File: src/rtl/luma_pkg.sv
package luma_pkg;

    typedef struct packed {
        logic notch_sel;
        logic notch_byp;
        logic peak_sel;
        logic peak_en;
        logic core_en;
    } luma_cfg_t;

endpackage

File: src/rtl/luma_tap_line.sv
module luma_tap_line
    import luma_pkg::*;
#(
    parameter int DW   = 8,
    parameter int NTAP = 5
) (
    input  logic                      clk,
    input  logic                      rst_n,
    input  logic                      in_vld,
    input  logic [DW-1:0]             y_in,
    input  luma_cfg_t                 cfg_in,
    output logic [NTAP-1:0][DW-1:0]   win_out,
    output luma_cfg_t                 cfg_out,
    output logic                      vld_out
);

    typedef struct packed {
        logic [NTAP-1:0][DW-1:0] win;
        luma_cfg_t               cfg;
        logic                    vld;
    } tap_st_t;

    tap_st_t st_d, st_q;

    always_comb begin
        st_d     = st_q;
        st_d.vld = in_vld;
        if (in_vld) begin
            st_d.win[0] = y_in;
            for (int i = 1; i < NTAP; i++) begin
                st_d.win[i] = st_q.win[i-1];
            end
            st_d.cfg = cfg_in;
        end
    end

    always_ff @(posedge clk or negedge rst_n) begin
        if (!rst_n) st_q <= '0;
        else        st_q <= st_d;
    end

    assign win_out = st_q.win;
    assign cfg_out = st_q.cfg;
    assign vld_out = st_q.vld;


    cfg_hold_chk: assert property (@(posedge clk) disable iff (!rst_n)
        !in_vld |=> $stable(cfg_out));


    win_hold_chk: assert property (@(posedge clk) disable iff (!rst_n)
        !in_vld |=> $stable(win_out));


    vld_follow_chk: assert property (@(posedge clk) disable iff (!rst_n)
        in_vld |=> vld_out);

endmodule

File: src/rtl/luma_notch.sv
module luma_notch #(
    parameter int DW        = 8,
    parameter int GAIN_MUL  = 171,
    parameter int GAIN_SHR  = 9
) (
    input  logic          clk,
    input  logic          rst_n,
    input  logic          vld_in,
    input  logic [DW-1:0] w1,
    input  logic [DW-1:0] w2,
    input  logic [DW-1:0] w3,
    input  logic          notch_sel,
    input  logic          notch_byp,
    input  logic          peak_en_in,
    output logic [DW-1:0] main_out,
    output logic          peak_en_out,
    output logic          vld_out
);

    localparam int SW3 = DW + 2;
    localparam int SW2 = DW + 1;
    localparam int MW  = SW3 + $clog2(GAIN_MUL + 1);
    localparam logic [DW-1:0] MAXV = '1;

    typedef struct packed {
        logic [DW-1:0] main;
        logic          peak_en;
        logic          vld;
    } notch_st_t;

    notch_st_t st_d, st_q;

    logic [SW3-1:0] sum3;
    logic [SW2-1:0] sum2;
    logic [MW-1:0]  prod;
    logic [MW-1:0]  scaled;
    logic [DW-1:0]  wide_main;
    logic [DW-1:0]  narrow_main;

    always_comb begin
        sum3   = SW3'(w1) + SW3'(w2) + SW3'(w3);
        sum2   = SW2'(w1) + SW2'(w3);
        prod   = MW'(sum3) * MW'(GAIN_MUL);
        scaled = prod >> GAIN_SHR;
        if (scaled > MW'(MAXV)) wide_main = MAXV;
        else                    wide_main = scaled[DW-1:0];
        narrow_main = sum2[DW:1];

        st_d     = st_q;
        st_d.vld = vld_in;
        if (vld_in) begin
            st_d.peak_en = peak_en_in;
            if (notch_byp)      st_d.main = w2;
            else if (notch_sel) st_d.main = narrow_main;
            else                st_d.main = wide_main;
        end
    end

    always_ff @(posedge clk or negedge rst_n) begin
        if (!rst_n) st_q <= '0;
        else        st_q <= st_d;
    end

    assign main_out    = st_q.main;
    assign peak_en_out = st_q.peak_en;
    assign vld_out     = st_q.vld;


    byp_pass_chk: assert property (@(posedge clk) disable iff (!rst_n)
        (vld_in && notch_byp) |=> (main_out == $past(w2)));


    dc_unity_chk: assert property (@(posedge clk) disable iff (!rst_n)
        (vld_in && (w1 == w2) && (w2 == w3)) |=> (main_out == $past(w2)));

endmodule

File: src/rtl/luma_peak.sv
module luma_peak #(
    parameter int DW      = 8,
    parameter int NTAP    = 5,
    parameter int CORE_TH = 1,
    localparam int SW     = DW + 3
) (
    input  logic                    clk,
    input  logic                    rst_n,
    input  logic                    vld_in,
    input  logic [NTAP-1:0][DW-1:0] win,
    input  logic                    peak_sel,
    input  logic                    core_en,
    output logic signed [SW-1:0]    detail_out
);

    localparam int CTR = NTAP / 2;

    typedef struct packed {
        logic signed [SW-1:0] detail;
    } peak_st_t;

    peak_st_t st_d, st_q;

    logic [DW-1:0]        tap_a;
    logic [DW-1:0]        tap_b;
    logic [SW-1:0]        centre2;
    logic [SW-1:0]        edge_sum;
    logic signed [SW-1:0] diff;
    logic signed [SW-1:0] raw;
    logic                 in_band;

    always_comb begin
        if (peak_sel) begin
            tap_a = win[0];
            tap_b = win[NTAP-1];
        end else begin
            tap_a = win[CTR-1];
            tap_b = win[CTR+1];
        end
        centre2  = SW'(win[CTR]) << 1;
        edge_sum = SW'(tap_a) + SW'(tap_b);
        diff     = $signed(centre2 - edge_sum);
        raw      = diff >>> 2;
        in_band  = (raw >= -CORE_TH) && (raw <= CORE_TH);

        st_d = st_q;
        if (vld_in) begin
            if (core_en && in_band) st_d.detail = '0;
            else                    st_d.detail = raw;
        end
    end

    always_ff @(posedge clk or negedge rst_n) begin
        if (!rst_n) st_q <= '0;
        else        st_q <= st_d;
    end

    assign detail_out = st_q.detail;


    core_gap_chk: assert property (@(posedge clk) disable iff (!rst_n)
        (vld_in && core_en) |=>
        ((detail_out == 0) || (detail_out > CORE_TH) || (detail_out < -CORE_TH)));

endmodule

File: src/rtl/luma_peak_core.sv
module luma_peak_core
    import luma_pkg::*;
#(
    parameter int DW       = 8,
    parameter int GAIN_MUL = 171,
    parameter int GAIN_SHR = 9,
    parameter int CORE_TH  = 1
) (
    input  logic          clk,
    input  logic          rst_n,
    input  logic          in_vld,
    input  logic [DW-1:0] y_in,
    input  logic          notch_sel,
    input  logic          notch_byp,
    input  logic          peak_sel,
    input  logic          peak_en,
    input  logic          core_en,
    output logic          out_vld,
    output logic [DW-1:0] y_out
);

    localparam int NTAP = 5;
    localparam int CTR  = NTAP / 2;
    localparam int SW   = DW + 3;
    localparam int SUMW = SW + 1;
    localparam int MAXI = (1 << DW) - 1;

    luma_cfg_t               cfg_pins;
    luma_cfg_t               cfg1;
    logic [NTAP-1:0][DW-1:0] win1;
    logic                    vld1;
    logic [DW-1:0]           main2;
    logic                    peak_en2;
    logic                    vld2;
    logic signed [SW-1:0]    detail2;

    always_comb begin
        cfg_pins.notch_sel = notch_sel;
        cfg_pins.notch_byp = notch_byp;
        cfg_pins.peak_sel  = peak_sel;
        cfg_pins.peak_en   = peak_en;
        cfg_pins.core_en   = core_en;
    end

    luma_tap_line #(.DW(DW), .NTAP(NTAP)) u_taps (
        .clk     (clk),
        .rst_n   (rst_n),
        .in_vld  (in_vld),
        .y_in    (y_in),
        .cfg_in  (cfg_pins),
        .win_out (win1),
        .cfg_out (cfg1),
        .vld_out (vld1)
    );

    luma_notch #(.DW(DW), .GAIN_MUL(GAIN_MUL), .GAIN_SHR(GAIN_SHR)) u_notch (
        .clk         (clk),
        .rst_n       (rst_n),
        .vld_in      (vld1),
        .w1          (win1[CTR-1]),
        .w2          (win1[CTR]),
        .w3          (win1[CTR+1]),
        .notch_sel   (cfg1.notch_sel),
        .notch_byp   (cfg1.notch_byp),
        .peak_en_in  (cfg1.peak_en),
        .main_out    (main2),
        .peak_en_out (peak_en2),
        .vld_out     (vld2)
    );

    luma_peak #(.DW(DW), .NTAP(NTAP), .CORE_TH(CORE_TH)) u_peak (
        .clk        (clk),
        .rst_n      (rst_n),
        .vld_in     (vld1),
        .win        (win1),
        .peak_sel   (cfg1.peak_sel),
        .core_en    (cfg1.core_en),
        .detail_out (detail2)
    );

    typedef struct packed {
        logic [DW-1:0] y;
        logic          vld;
    } out_st_t;

    out_st_t st_d, st_q;

    logic signed [SUMW-1:0] sum;

    always_comb begin
        sum = $signed({{(SUMW-DW){1'b0}}, main2}) + $signed({detail2[SW-1], detail2});

        st_d     = st_q;
        st_d.vld = vld2;
        if (vld2) begin
            if (!peak_en2)      st_d.y = main2;
            else if (sum < 0)   st_d.y = '0;
            else if (sum > MAXI) st_d.y = DW'(MAXI);
            else                st_d.y = sum[DW-1:0];
        end
    end

    always_ff @(posedge clk or negedge rst_n) begin
        if (!rst_n) st_q <= '0;
        else        st_q <= st_d;
    end

    assign y_out   = st_q.y;
    assign out_vld = st_q.vld;


    latency_chk: assert property (@(posedge clk) disable iff (!rst_n)
        out_vld |-> $past(in_vld, 3));


    peak_off_chk: assert property (@(posedge clk) disable iff (!rst_n)
        (vld2 && !peak_en2) |=> (y_out == $past(main2)));


    no_wrap_up_chk: assert property (@(posedge clk) disable iff (!rst_n)
        (vld2 && peak_en2 && (detail2 > 0)) |=> (y_out >= $past(main2)));


    no_wrap_dn_chk: assert property (@(posedge clk) disable iff (!rst_n)
        (vld2 && peak_en2 && (detail2 < 0)) |=> (y_out <= $past(main2)));

endmodule

File: config.mk
export PLATFORM = sky130hd
export DESIGN_NAME = luma_peak_core
export DESIGN_NICKNAME = d
export VERILOG_FILES = /design/src/rtl/luma_pkg.sv /design/src/rtl/luma_tap_line.sv /design/src/rtl/luma_notch.sv /design/src/rtl/luma_peak.sv /design/src/rtl/luma_peak_core.sv
export SDC_FILE = /design/constraint.sdc
export NUM_CORES = 1
export LEC_CHECK = 0
export BUFFER_PORTS_ARGS = -buffer_cell sky130_fd_sc_hd__clkbuf_2
export CAP_MARGIN = 25
export CORE_MARGIN = 2
export CORE_UTILIZATION = 62
export CTS_BUF_LIST = sky130_fd_sc_hd__clkbuf_8
export DETAILED_ROUTE_END_ITERATION = 10
export HOLD_SLACK_MARGIN = 0.02
export PLACE_DENSITY = 0.8
export SLEW_MARGIN = 20
export SYNTH_ARGS = -nofsm -noshare
export SYNTH_HDL_FRONTEND = slang
export SYNTH_HIERARCHICAL = 1
export SYNTH_SLANG_ARGS = --single-unit
File: constraint.sdc
create_clock -name clk -period 10.52 [get_ports clk]
set_input_delay 1.052 -clock clk [delete_from_list [all_inputs] [get_ports clk]]
set_output_delay 1.052 -clock clk [all_outputs]
set_load 0.03 [all_outputs]
* Word level (Yosys, flattened, before mapping)
Index checks and enable logic that the tools add are counted.
** Storage, ports and cells
- Register bits :: 76
- Bits in latches :: 0
- RAM bits :: 0
- ROM bits :: 0
- Input bits :: 16
- Output and inout port bits :: 9
- Word-level logic and storage cells :: 40
- Memories :: 0
** Cells by class
- $add $sub $neg :: 6
- Multipliers :: 1
- Divide/modulo/power cells :: 0
- Magnitude comparators :: 5
- Equality and inequality tests :: 0
- Shift-type cells :: 0
- Mux-type cells :: 9
- Bitwise gates (word level) :: 0
- Reductions and logical operators :: 2
** Operator list (count)
- $mux 8 :: 8
- $add 8x8->9 :: 3
- $mul 10x8->18 const B :: 1
- $add 9x11->12 :: 1
- $gt 12x9->1 const B :: 1
- $lt 12x1->1 const B :: 1
- $mux 11 :: 1
- $add 10x8->10 :: 1
- $sub 9x9->10 :: 1
- $ge 9x1->1 const B :: 1
- $gt 9x8->1 const B :: 1
- $le 9x2->1 const B :: 1
- $logic_and 1x1->1 :: 2

* Logic depth before layout (Yosys ltp)
Gate-level depths: netlist (run 1).
- Word-level depth :: 7
- Mapped depth :: 28
- Depth with buffers taken out :: 28

* Hierarchy
The synthesis (run 1) kept the hierarchy.
** Modules (own cells, without submodules)
- luma_notch :: times used 1, cells an instance 353, area an instance 2989.1 µm², sequential area each 250.2 µm²
- luma_tap_line :: times used 1, cells an instance 96, area an instance 1899.3 µm², sequential area each 1151.1 µm²
- luma_peak :: times used 1, cells an instance 119, area an instance 1186.1 µm², sequential area each 200.2 µm²
- luma_peak_core :: times used 1, cells an instance 110, area an instance 937.1 µm², sequential area each 225.2 µm²

* Worst setup path after synthesis (run 1)
No wires, ideal clock.
- Path type :: register -> register
- From :: register u_taps.st_q (netlist bit u_taps/win_out[17])
- To :: register u_notch.st_q (netlist bit u_notch/main_out[0])
- Setup time :: 0.133 ns
- Arrival time :: 5.887 ns
- Required time :: 10.387 ns
- Setup slack :: 4.500 ns
- Cell stages (with the launch flop) :: 28
- Path buffers :: 0
- Period minus slack after synthesis :: 6.020 ns
- Path through :: dfrtp_1 ha_1 a21o_1 a21oi_1 o21bai_1 a21oi_1 xnor2_1 ha_1 nor3_1 o21a_1 nor3_1 a21oi_1 xnor2_1 inv_1 fa_1 inv_1 fa_1 inv_1 fa_1 inv_1 ha_1 nand2_2 nor4_2 a221oi_2 nand2b_1 a21o_4 nor4_2 o22ai_1
** Between the ends
- Word-level cells in the longest chain between the ends :: 7
** RTL lines
- start, declared :: line luma_tap_line.sv:23 : tap_st_t st_d, st_q;
- start signal, assigned :: line luma_tap_line.sv:39 : else st_q <= st_d;
- $add 8x8->9 (*) :: line luma_notch.sv:41 : sum3 = SW3'(w1) + SW3'(w2) + SW3'(w3);
- $add 10x8->10 (*) :: line luma_notch.sv:41
- $mul 10x8->18 (*) :: line luma_notch.sv:43 : prod = MW'(sum3) * MW'(GAIN_MUL);
- $gt 9x8->1 :: line luma_notch.sv:45 : if (scaled > MW'(MAXV)) wide_main = MAXV;
- $mux 8 (*) :: line luma_notch.sv:45
- $mux 8 (*) :: line luma_notch.sv:54 : else if (notch_sel) st_d.main = narrow_main;
- $mux 8 (*) :: line luma_notch.sv:53 : if (notch_byp) st_d.main = w2;
- end signal, assigned :: line luma_notch.sv:61 : else st_q <= st_d;
- end, declared :: line luma_notch.sv:31 : notch_st_t st_d, st_q;
Every way passes the cells marked *; elsewhere a longest branch is shown, timed or not.
A chain may end at the register's enable or synchronous reset.

* Worst setup path after layout (run 1)
Same ends and word-level chain as after synthesis.

==> results of run 1 <==
## routing by layer
| metal | vias up | track usage, % | wire length (um) |
|---|---|---|---|
| li1 | 2446 | - | - |
| met1 | 2463 | 34.2 | 6610 |
| met2 | 160 | 43.7 | 7250 |
| met3 | 38 | 5.70 | 670 |
| met4 | 0 | 8.57 | 349 |
| met5 | - | 0 | 0 |
## kinds of logic after synthesis
group	synth area share (%)
multiplexers	12.2
AND/OR/NAND/NOR	9.56
XOR/XNOR	4.73
flip-flops	26.1
AO/OA/AOI/OAI	16.9
adder cells (fa/ha/maj)	23.6
buffers and inverters	6.99
## area by class of cell
type	instances	share of cell area (%)
clock buffer	9	1.69
clock inverter	7	1.36
inverter	78	3.98
multi-input combinational	506	63.9
sequential	73	24.9
tap	140	2.38
timing repair buffer	26	1.87
## metrics by stage
stage                     area (um2)  cells  utilization, %
after floorplan                 7010    678               -
after global placement          7130    823            65.2
after detailed placement        7130    823            65.2
after CTS                       7350    839            67.2
after global routing            7350    839            67.2
final                           7350    839            67.2
## worst max-delay path by stage
| stage | startpoint | end | slack [ps] | depth (start not counted) |
|---|---|---|---|---|
| 6_report | u_taps/win_out[17] | u_notch/main_out[0] | 3830 | 27 |
| 5_1_grt | u_taps/win_out[17] | u_notch/main_out[0] | 3370 | 27 |
| 4_1_cts | u_taps/win_out[17] | u_notch/main_out[0] | 3860 | 27 |
| 3_5_place_dp | u_taps/win_out[17] | u_notch/main_out[0] | 3870 | 27 |
| 3_3_place_gp | u_taps/win_out[16] | u_notch/main_out[0] | 4160 | 26 |
| 2_1_floorplan | u_taps/win_out[17] | u_notch/main_out[0] | 4500 | 27 |
## registers in the layout (all words and copies together) (netlist names)
name and flops:
out_vld 1, u_taps/cfg_out 5, u_notch/peak_en_out 1, u_notch/main_out 8
y_out 8, u_taps/win_out 40, u_notch/vld_out 1, u_peak/detail_out 8
u_taps/vld_out 1
## worst min-delay path, stage by stage, from the launching register on
cell,delay [ps]
dfrtp_1,360
nand2_1,70
o41ai_2,50
## placed cells by master (no fill, tap or decap), drive strengths merged, types with 15 or more instances in the layout
master  synthesis  routed
ha             89      89
inv            77      80
dfrtp          73      73
mux2           49      49
nand2          43      43
a21oi          34      34
o21ai          32      32
clkbuf          6      32
fa             27      27
nor2           26      26
xnor2          23      23
mux2i          15      15
==> metrics, run 1 <==
CP max stage delay=550 ps; via/cell ratio=6.09; hold_sp=u_peak/detail_out[2]; Rows=38; share of layout cells above drive strength 1=17.7%; post-route minimum period=6690 ps; CTS tree=yes; R2R cell count=27; YS warnings=6; synthesized area per cell=10.3 um2; die height=110 um; Top Ports=25; final setup margin=3830 ps; Layout Nets=826; Hold WS=510 ps; Port Buf Inserts=24; crit path launch type=flip-flop; DR vias=5107; post-synthesis sequential area ratio=26.1%; htree depth=3; Max Cap Viol=0; final wirelength=14900 um; # diodes=0; post-synth cell types=77; first-pass GRT wire length=24800 um; clk_skew=14.2 ps; largest area contributor in the synthesized netlist=dfrtp_1; setup slack, reg-to-reg=3830 ps; global route overflow=0; Buffers & Inverters on Critical Path=4; setup TNS=0 ps; Final Max Slew Viols=0; Longest Clk Path Bufs=2; Yosys reg bits=73; Die X=110 um; CP top delay family=adder cells; Fillers=865; min-delay worst type=flip-flop to flip-flop; initial antenna violation count=0; most common library cells after synthesis=ha_1 (89), inv_1 (77), dfrtp_1 (73); CP max FO=7; Critical Path End Type=flip-flop; TritonCTS Buffers=9; slowest CP cell=fa_1; Critical Path AT=6930 ps; wire per inst=17.7 um; Max Fclk=0.149 GHz; Total Routing Usage GR=26.3%; Iter 0 DRT Violations=359; core area=0.0109 mm2; ANT nets after route=0; cell area after technology mapping=0.00701 mm2; # resized after CTS=0; status=completed; final number of setup-violating endpoints=0; most frequent CP cell=inv_1; worst setup slack after placement=3870 ps; Initial Utilization=64.1%; period utilization=63.6%; clock latency on the worst-skew pair=360 ps; number of synthesized flops with an enable pin=0; Post-synth ARST share=100%; Synth area leaders=dfrtp_1 (26%), ha_1 (16%), mux2_4 (8.8%); count leader, synth=ha_1; post-DP HPWL=11500 um; Post-CTS Setup Bufs=0; Syn Nets=810; DR DRC count=0; number of global-route vias before repair=5124; die area=0.0122 mm2; CTS clk-pin slew, worst paths=80 ps; CP Class=flip-flop to flip-flop; Synth Flop Type=dfrtp_1; Tightest Pin Transition=901 ps; Slew HR=39.9%; CTS Sinks=73; Area Overhead vs Synth=4.84%; GPL Wtd Cong=0.931; Hold Violations, Final=0; Pre-antenna DRT Iters=5; cells after synthesis=678; Worst EP required=10760 ps; post-synth top area share=26.1%; area of the multi-input gates=0.00469 mm2; WHS Endpoint=u_peak/detail_out[2]; FF-to-FF Start=u_taps/win_out[17]; RSZ-0062 raised after global routing=false; R2R Path End=u_notch/main_out[0]; largest net degree at the start of global routing=74; clock root buffer=clkbuf_8; CTS Hold Buffers Added=0; area occupied by registers=0.00183 mm2; hold path cells=2
Power of run 1 is left out: the tool's default activity adds up to more than one toggle a clock period on the data nets, which glitch-free logic cannot reach.
==> run 2, diff against run 1 <==
==> constraint.sdc (replaced) <==
create_clock -name clk -period 6.8 [get_ports clk]
set_input_delay 0.68 -clock clk [delete_from_list [all_inputs] [get_ports clk]]
set_output_delay 0.68 -clock clk [all_outputs]
set_load 0.03 [all_outputs]
==> run 2 against run 1 <==
Compared with the run above: non-clock buffer count increased by 2; final cell count increased by 0.24%; clock skew decreased by 2.9 ps; hold slack got worse by 68 ps; clock-buffer cell count unchanged; critical path depth decreased by 1; final area increased by 1.1%; critical endpoint unchanged; highest routed layer unchanged.
==> metrics, run 2 (synthesized netlist as in run 1, its figures left out) <==
post-DP HPWL=11800 um (+2.4%); fin cells=841 (+0.24%); clock latency on the worst-skew pair=360 ps (about the same); ANT nets after route=0 (unchanged); crit path from=u_taps/win_out[16]; Longest Clk Path Bufs=2 (unchanged); min-delay worst type=primary input to asynchronous set/reset pin; largest net degree at the start of global routing=74 (unchanged); CP max FO=7 (unchanged); Tightest Pin Transition=899 ps (-2.06 ps); # resized after CTS=0 (unchanged); placed insts=825 (+0.24%); CTS Hold Buffers Added=0 (unchanged); CTS tree=yes; Critical Path End Type=flip-flop; Initial Utilization=64.1% (unchanged); Max Cap Viol=0 (unchanged); Hold Violations, Final=0 (unchanged); WP depth=26 (-3.7%); setup slack, reg-to-reg=340 ps (-3490 ps); die area=0.0122 mm2 (unchanged); clk_skew=11.4 ps (-2.86 ps); most frequent cells in the layout=ha_1 (87), inv_1 (77), dfrtp_1 (70); via/cell ratio=6.15 (+1.1%); CTS Sinks=73 (unchanged); area occupied by registers=0.00183 mm2 (+0.21%); CP Class=flip-flop to flip-flop; CP max stage delay=530 ps (-20 ps); most frequent CP cell=inv_1; DR vias=5176 (+1.4%); final number of setup-violating endpoints=0 (unchanged); Layout Nets=828 (+0.24%); R2R Path End=u_notch/main_out[0]; final setup margin=338 ps (-3490 ps); clock root buffer=clkbuf_8; Critical Path AT=6700 ps (-230 ps); Slew HR=40.1% (+0.14 points); period utilization=95.0% (+31 points); Max Fclk=0.155 GHz (+3.6%); htree depth=3 (unchanged); initial antenna violation count=0 (unchanged); # diodes=0 (unchanged); number of global-route vias before repair=5450 (+6.4%); RSZ-0062 raised after global routing=true; GPL Wtd Cong=0.910 (-2.2%); TritonCTS Buffers=9 (unchanged); Iter 0 DRT Violations=370 (+3.1%); Pre-antenna DRT Iters=5 (unchanged); Total Routing Usage GR=27.2% (+0.90 points); Fillers=814 (-5.9%); first-pass GRT wire length=25800 um (+4.1%); die height=110 um (unchanged); wire per inst=18.3 um (+3.1%); max FFs per register=40 (unchanged); Die X=110 um (unchanged); slowest CP cell=fa_1; final wirelength=15400 um (+3.3%); Top Ports=25 (unchanged); post-route minimum period=6460 ps (-232 ps); core area=0.0109 mm2 (unchanged); worst setup slack after placement=92.6 ps (-3780 ps); CP top delay family=adder cells; crit path launch type=flip-flop; status=completed; Post-CTS Setup Bufs=0 (unchanged); commonest non-fill, non-tap cell in the layout=ha_1; share of layout cells above drive strength 1=20.0% (+2.2 points); R2R cell count=26 (-3.7%); Port Buf Inserts=24 (unchanged); DR DRC count=0 (unchanged); Area Overhead vs Synth=6.00%; FF-to-FF Start=u_taps/win_out[16]; Buffers & Inverters on Critical Path=6 (+2); Final Max Slew Viols=0 (unchanged); global route overflow=0 (unchanged); CTS clk-pin slew, worst paths=90 ps (about the same); Worst EP required=7030 ps (-3730 ps); area of the multi-input gates=0.00476 mm2 (+1.3%); Rows=38 (unchanged)
==> run 2: cell type report <==
class                   count  share of cell area, %
flip-flops and latches     73                   24.6
clock buffers               9                   1.67
clock inverters             7                   1.35
repair buffers             28                   2.05
well taps                 140                   2.36
multi-input cells         506                   64.0
inverters                  78                   3.94
==> run 2: how the worst max path moves through the flow <==
stage	slack, ps	end
2_1_floorplan	780	u_notch/main_out[0]
3_3_place_gp	440	u_notch/main_out[0]
3_5_place_dp	90	u_notch/main_out[0]
4_1_cts	70	u_notch/main_out[0]
5_1_grt	-50	u_notch/main_out[0]
6_report	340	u_notch/main_out[0]
==> run 2: metal layers <==
metal,vias to the layer above,global-route usage (%),wire [um]
li1,2451,-,-
met1,2513,34.7,6590
met2,173,46.3,7650
met3,39,5.06,782
met4,0,9.64,351
met5,-,0,0
==> run 2: metrics by stage <==
stage	TNS (ps)	hold slack, ps	utilization, %	area, um2
after floorplan	0	352	-	7010
after global placement	0	491	65.3	7140
after detailed placement	0	494	65.3	7140
after CTS	0	490	67.4	7370
after global routing	-54.2	522	68.0	7430
final	0	442	68.0	7430
Power of run 2 is left out for the same reason.
